==> src/rtl/remap_pkg.sv <==
// remap_pkg: geometry and shared types of the spare-row remapping memory.
// Assumes N_SPARE is a power of two so every spare index names a real row.
package remap_pkg;
    parameter int ROW_W     = 4;
    parameter int DATA_W    = 8;
    parameter int N_SPARE   = 2;
    parameter int N_ENTRY   = 4;
    parameter int SP_W      = (N_SPARE > 1) ? $clog2(N_SPARE) : 1;
    parameter int IDX_W     = (N_ENTRY > 1) ? $clog2(N_ENTRY) : 1;
    parameter int LOG_ROWS  = 1 << ROW_W;
    parameter int PHYS_ROWS = LOG_ROWS + N_SPARE;
    parameter int PHYS_W    = $clog2(PHYS_ROWS);
    parameter int CNT_W     = $clog2(N_ENTRY + 1);
    parameter int ENTRY_W   = 1 + ROW_W + SP_W;

    typedef struct packed {
        logic             valid;
        logic [ROW_W-1:0] row;
        logic [SP_W-1:0]  spare;
    } repair_entry_t;
endpackage

==> src/rtl/repair_table.sv <==
// repair_table: fuse-like table of faulty-row entries with a parallel lookup.
// Entries change only while config_mode is high. The lowest matching index wins.
// It also counts the distinct marked rows to flag an unrepairable part and
// flags entries that name the same row twice.
module repair_table
    import remap_pkg::*;
(
    input  logic                       clk,
    input  logic                       rst_n,
    input  logic                       config_mode,
    input  logic                       cfg_we,
    input  logic [IDX_W-1:0]           cfg_idx,
    input  repair_entry_t              cfg_entry,
    input  logic [ROW_W-1:0]           lookup_row,
    output logic                       hit,
    output logic [SP_W-1:0]            hit_spare,
    output logic [N_ENTRY-1:0]         valid_vec,
    output logic [N_ENTRY*ENTRY_W-1:0] table_flat,
    output logic                       config_error,
    output logic                       repair_fail
);
    repair_entry_t        tbl [N_ENTRY];
    logic [N_ENTRY-1:0]   first_mark;
    logic [CNT_W-1:0]     distinct_cnt;

    // Purpose: load or clear entries; frozen outside config mode.
    always_ff @(posedge clk) begin
        if (!rst_n) begin
            for (int i = 0; i < N_ENTRY; i++) tbl[i] <= '0;
        end else if (config_mode && cfg_we) begin
            tbl[cfg_idx] <= cfg_entry;
        end
    end

    // Purpose: flatten the table for observation by the checker.
    genvar g;
    generate
        for (g = 0; g < N_ENTRY; g++) begin : g_flat
            assign table_flat[g*ENTRY_W +: ENTRY_W] = tbl[g];
            assign valid_vec[g] = tbl[g].valid;
        end
    endgenerate

    // Purpose: parallel compare, scanning high to low so the lowest index wins.
    always_comb begin
        hit       = 1'b0;
        hit_spare = '0;
        for (int i = N_ENTRY - 1; i >= 0; i--) begin
            if (tbl[i].valid && (tbl[i].row == lookup_row)) begin
                hit       = 1'b1;
                hit_spare = tbl[i].spare;
            end
        end
    end

    // Purpose: mark each valid entry that is the first to name its row.
    always_comb begin
        for (int i = 0; i < N_ENTRY; i++) begin
            first_mark[i] = tbl[i].valid;
            for (int j = 0; j < i; j++) begin
                if (tbl[j].valid && (tbl[j].row == tbl[i].row))
                    first_mark[i] = 1'b0;
            end
        end
    end

    // Purpose: count distinct faulty rows and derive both flags.
    always_comb begin
        distinct_cnt = '0;
        for (int i = 0; i < N_ENTRY; i++)
            distinct_cnt = distinct_cnt + CNT_W'(first_mark[i]);
        repair_fail  = (distinct_cnt > CNT_W'(N_SPARE));
        config_error = |(valid_vec & ~first_mark);
    end
endmodule

==> src/rtl/row_steer.sv <==
// row_steer: turns a logical row and a lookup result into a physical row.
// Spares sit directly above the logical rows in the raw array.
module row_steer
    import remap_pkg::*;
(
    input  logic              hit,
    input  logic [SP_W-1:0]   hit_spare,
    input  logic [ROW_W-1:0]  row,
    output logic [PHYS_W-1:0] phys_row
);
    // Purpose: choose the spare slot on a hit, else the direct row.
    always_comb begin
        if (hit)
            phys_row = PHYS_W'(LOG_ROWS) + PHYS_W'(hit_spare);
        else
            phys_row = PHYS_W'(row);
    end
endmodule

==> src/rtl/row_array.sv <==
// row_array: raw storage with logical plus spare rows and a registered read.
// The cells are not reset. The read register is reset to zero. A write cycle
// returns the old content.
module row_array
    import remap_pkg::*;
(
    input  logic              clk,
    input  logic              rst_n,
    input  logic              en,
    input  logic              we,
    input  logic [PHYS_W-1:0] phys_row,
    input  logic [DATA_W-1:0] din,
    output logic [DATA_W-1:0] dout
);
    logic [DATA_W-1:0] cells [PHYS_ROWS];

    // Purpose: store write data into the selected physical row.
    always_ff @(posedge clk) begin
        if (en && we) cells[phys_row] <= din;
    end

    // Purpose: register the selected row's content; hold when not enabled.
    always_ff @(posedge clk) begin
        if (!rst_n)   dout <= '0;
        else if (en)  dout <= cells[phys_row];
    end
endmodule

==> src/rtl/mem_remap_top.sv <==
// mem_remap_top: fixed-capacity memory whose faulty rows are replaced by spares.
// Assumes the table is programmed in config mode before use. The caller sees
// the same latency and capacity whatever the repair state.
module mem_remap_top
    import remap_pkg::*;
(
    input  logic              clk,
    input  logic              rst_n,
    input  logic              config_mode,
    input  logic              cfg_we,
    input  logic [IDX_W-1:0]  cfg_idx,
    input  logic              cfg_valid,
    input  logic [ROW_W-1:0]  cfg_row,
    input  logic [SP_W-1:0]   cfg_spare,
    input  logic [ROW_W-1:0]  addr,
    input  logic              we,
    input  logic [DATA_W-1:0] din,
    output logic [DATA_W-1:0] dout,
    output logic              config_error,
    output logic              repair_fail
);
    repair_entry_t              cfg_entry_w;
    logic                       hit_w;
    logic [SP_W-1:0]            spare_w;
    logic [PHYS_W-1:0]          phys_w;
    logic [N_ENTRY-1:0]         valid_w;
    logic [N_ENTRY*ENTRY_W-1:0] tbl_flat_w;

    // Purpose: pack the programming fields into one entry.
    assign cfg_entry_w = '{valid: cfg_valid, row: cfg_row, spare: cfg_spare};

    repair_table u_table (
        .clk(clk), .rst_n(rst_n), .config_mode(config_mode),
        .cfg_we(cfg_we), .cfg_idx(cfg_idx), .cfg_entry(cfg_entry_w),
        .lookup_row(addr), .hit(hit_w), .hit_spare(spare_w),
        .valid_vec(valid_w), .table_flat(tbl_flat_w),
        .config_error(config_error), .repair_fail(repair_fail)
    );

    row_steer u_steer (
        .hit(hit_w), .hit_spare(spare_w), .row(addr), .phys_row(phys_w)
    );

    row_array u_array (
        .clk(clk), .rst_n(rst_n), .en(!config_mode), .we(we),
        .phys_row(phys_w), .din(din), .dout(dout)
    );
endmodule

==> config.mk <==
export PLATFORM = sky130hd
export DESIGN_NAME = mem_remap_top
export DESIGN_NICKNAME = d
export VERILOG_FILES = /design/src/rtl/remap_pkg.sv /design/src/rtl/repair_table.sv /design/src/rtl/row_steer.sv /design/src/rtl/row_array.sv /design/src/rtl/mem_remap_top.sv
export SDC_FILE = /design/constraint.sdc
export NUM_CORES = 1
export LEC_CHECK = 0
export CORE_UTILIZATION = 52
export CTS_BUF_LIST = sky130_fd_sc_hd__clkbuf_4 sky130_fd_sc_hd__clkbuf_8
export DETAILED_ROUTE_END_ITERATION = 6
export PLACE_DENSITY = 0.79
export SLEW_MARGIN = 15
export SYNTH_ARGS = -nofsm -noshare
export SYNTH_HDL_FRONTEND = slang
export SYNTH_SLANG_ARGS = --single-unit
export TNS_END_PERCENT = 20
==> constraint.sdc <==
create_clock -name clk -period 4.13 [get_ports clk]
set_input_delay 0.6195 -clock clk [delete_from_list [all_inputs] [get_ports clk]]
set_output_delay 0.6195 -clock clk [all_outputs]
set_load 0.01 [all_outputs]
==> run summary <==
The flow ran to the end, but the final reports show violations. The checks that failed: design-rule violations. The region available for standard cell placement spans 14600 sq um.

The CTS tree is done. The number of top-level pins is 35. The final setup TNS is 0 ns. The floorplan die height came out at 125 microns.

The number of vias per cell came out at 6.05. The tightest min-delay check is of the flip-flop to flip-flop type. The Yosys warning count came out at 0. Entering global routing, the biggest net connects 42 pins. In this run the power density over the cells is 400 nW/um^2. The delay of the slowest cell on the worst path came out at 0.47 ns. The congestion estimate from routability-driven global placement came to 0.926. Summed over all instances, the cell type with the most area after synthesis is sky130_fd_sc_hd__edfxtp_1. The total clock buffers created by CTS came out at 17. The synthesized netlist occupies a cell area of 7890 sq um.

The first global-routing pass estimated 28500 microns of wire. The antenna diode instance count is 0. The final layout contains 689 nets. The post-synthesis net count came out at 626. The part of the Yosys area used for sequential elements is 66.0%. Max-cap violations in this run came to 0.

The number of enable flip-flop cells after synthesis is 168. Setup repair after global routing left no endpoint under its margin. The aggregate global-route resource usage is 24.4%. The worst relative slew slack came out at 32.2%. The die covers 15700 sq um.

The detailed-placement wirelength estimate came out at 12700 microns. The post-synthesis instance total is 597. The instance count on the critical path is 10. The cell type group with the largest total delay on the critical path is adder cells. The ratio of cells with drive above 1 in the final layout is 14.9%. The via count of the first global-routing pass is 5285. The number of endpoints with negative hold slack in the final report came out at 0. The total buffers and inverters traversed by the critical path is 2. The worst setup path is captured at a primary output. The number of vias after detailed routing is 5183. The fraction of the cycle the final worst path needs is 87.2%. The deepest clock path buffer count is 2.

The CTS clock-pin slew for the worst setup and hold paths came out at 0.10 ns. The initial standard-cell utilization of the core is 53.8%. The tightest hold path in the finished design has a slack of 0.574 ns.

The critical path arrival came out at 2.98 ns. The cell that appears most often on the critical path is sky130_fd_sc_hd__ha_1. The number of antenna violations at the first check in global routing is 0. IR analysis of the VDD net gives a maximum drop of 0.352 mV. The detailed-route wire length per cell came out at 21.3 microns. The floorplan row count came out at 44. The average cell area after synthesis is 13.2 sq um. The number of cells on the worst hold path is 2.

For the worst flop-to-flop path, the logic depth is 8. In this run the worst path has a maximum fanout of 4. Among all stages on the critical path, the largest delay is contributed by sky130_fd_sc_hd__edfxtp_1. The number of hold buffers added after CTS came out at 0. The number of flip-flops and latches in the synthesized netlist came out at 176.

The aggregate global routing overflow came out at 0. The total placed instance area is 8530 sq um. STA puts the critical path data required time at 3.51 ns.

The number of DRC violations after detailed-routing iteration 0 is 535. The maximum level of the CTS H-tree came out at 4. The final setup skew came out at 0.0120 ns. The synthesis-to-layout area growth came out at 14.4%. The critical path goes through xnor2_1 > nand2_1 > nor4_4 > nor2b_1 > ha_1 > inv_1 > fa_1 > ha_1 > a31oi_1 > dlymetal6s2s_1. The cell leakage power came out at 3.15 nW. The async set-reset flop share out of synthesis came out at 0%.

The routed wire length came out at 18200 microns. The remaining design rule violation count is 3. After synthesis, the cell types taking the most area are sky130_fd_sc_hd__edfxtp_1 (64%), sky130_fd_sc_hd__mux2i_1 (3.3%), sky130_fd_sc_hd__xor2_1 (2.7%), sky130_fd_sc_hd__mux2_2 (2.6%), sky130_fd_sc_hd__o21ai_0 (2.3%).

The number of iterations in the first detailed-routing pass is 7. CTS placed an instance of sky130_fd_sc_hd__clkbuf_8 at the clock tree root. In this run the biggest area consumer among cell types represents 64.0% of the synthesized area.

The overall die width came out at 125 microns. The number of failing setup endpoints in the final timing report is 0. Synthesis instantiated 56 different standard cells from the library.

The number of pins with negative max-slew slack in the final report is 0. The worst setup path is of the flip-flop to primary output kind. The cell with the most instances after synthesis is sky130_fd_sc_hd__edfxtp_1. In this run the remaining antenna-violating nets after routing total 0. The final design utilization came out at 61.6%. With fillers left out, the area of the finished cells amounts to 9020 sq um. The worst setup path is launched from a flip-flop. The worst register-to-register path has a setup slack of 1.17 ns. The later-pin clock latency in the skew report is 0.47 ns. Port buffering added 34 buffers.

The most used flip-flop cell after synthesis is sky130_fd_sc_hd__edfxtp_1. The worst path in the final design needs a cycle of 3.60 ns, including I/O delays and setup. By count the netlist is led by sky130_fd_sc_hd__edfxtp_1 (168), sky130_fd_sc_hd__nor2_1 (45), sky130_fd_sc_hd__o21ai_0 (37).

For this design, the sink count on the clock tree is 176. The upper clock frequency limit is 0.278 GHz. The transition at the pin with the smallest max-transition slack is 1.01 ns.
cell type report:
cell class	instances	area, sq um
inverter	22	85.1
clock buffer	17	234
clock inverter	15	166
fill	1113	5620
sequential	176	5200
multi-input combinational	373	2500
tap	184	230
timing repair buffer	70	603
registers in the layout (all words and copies together), names as in the netlist:
register	cells
u_table.tbl	24
u_array.dout	8
u_array.cells	144
per-layer routing:
metal	global-route usage [%]	share of wire, %
met5	0	0
met4	11.2	2.8
met3	4.92	7.1
met2	41.3	50
met1	30.4	40
layout by cell type, fill, tap and decap left out, types with 6 or more instances in the layout:
cell / count
sky130_fd_sc_hd__nor3_1: 14
sky130_fd_sc_hd__nor4_1: 10
sky130_fd_sc_hd__nand3_1: 16
sky130_fd_sc_hd__nand2b_1: 14
sky130_fd_sc_hd__mux2_2: 18
sky130_fd_sc_hd__clkbuf_8: 17
sky130_fd_sc_hd__mux2i_1: 26
sky130_fd_sc_hd__xor2_1: 24
sky130_fd_sc_hd__o21ai_0: 37
sky130_fd_sc_hd__and2_1: 27
sky130_fd_sc_hd__dfxtp_1: 8
sky130_fd_sc_hd__xnor2_1: 9
sky130_fd_sc_hd__nor2_1: 45
sky130_fd_sc_hd__edfxtp_1: 168
sky130_fd_sc_hd__clkdlybuf4s50_1: 31
sky130_fd_sc_hd__a221oi_1: 7
sky130_fd_sc_hd__o2111ai_1: 6
sky130_fd_sc_hd__inv_1: 20
sky130_fd_sc_hd__nand2_1: 36
sky130_fd_sc_hd__buf_4: 36
sky130_fd_sc_hd__a21oi_1: 19
kinds of logic after synthesis:
kind of cell    share of synthesized area [%]
simple gates                             11.8
flops                                    66.0
compound gates                           9.41
buf+inv                                  2.52
mux                                      5.87
xor+xnor                                 3.67
fa+ha+maj                               0.730
stage by stage:
step | power [mW] | setup WS [ns] | instances
after floorplan | 2.29 | 0.677 | 597
after global placement | 2.45 | 0.519 | 816
after detailed placement | 2.46 | 0.506 | 816
after CTS | 3.62 | 0.0445 | 848
after global routing | 3.73 | 0.288 | 857
final | 3.61 | 0.529 | 857
timing repair:
action                                 CTS  global route
pin swaps                                0             1
resized for setup                        1             2
endpoints found under the hold margin    0             0
setup endpoints to repair                1             1
buffers inserted                         0             9
report_power, final:
group	switching [mW]	internal, mW
clock network	0.671	0.507
logic	0.239	0.166
registers	0.0360	1.99
path summary, 6_finish.rpt:
kind                startpoint               to
min reg2reg    u_array.dout[7]  u_array.dout[7]
min            u_array.dout[7]  u_array.dout[7]
max          u_table.tbl[1][2]      repair_fail
max reg2reg  u_table.tbl[1][4]  u_array.dout[2]
worst reg2reg max path: cells and delay by family (launching register included):
kind,cells,cell delay [ns]
flops,1,0.50
mux,1,0.39
compound gates,5,1.23
buf+inv,1,0.19
simple gates,1,0.52
(Power assumes the default switching activity.)
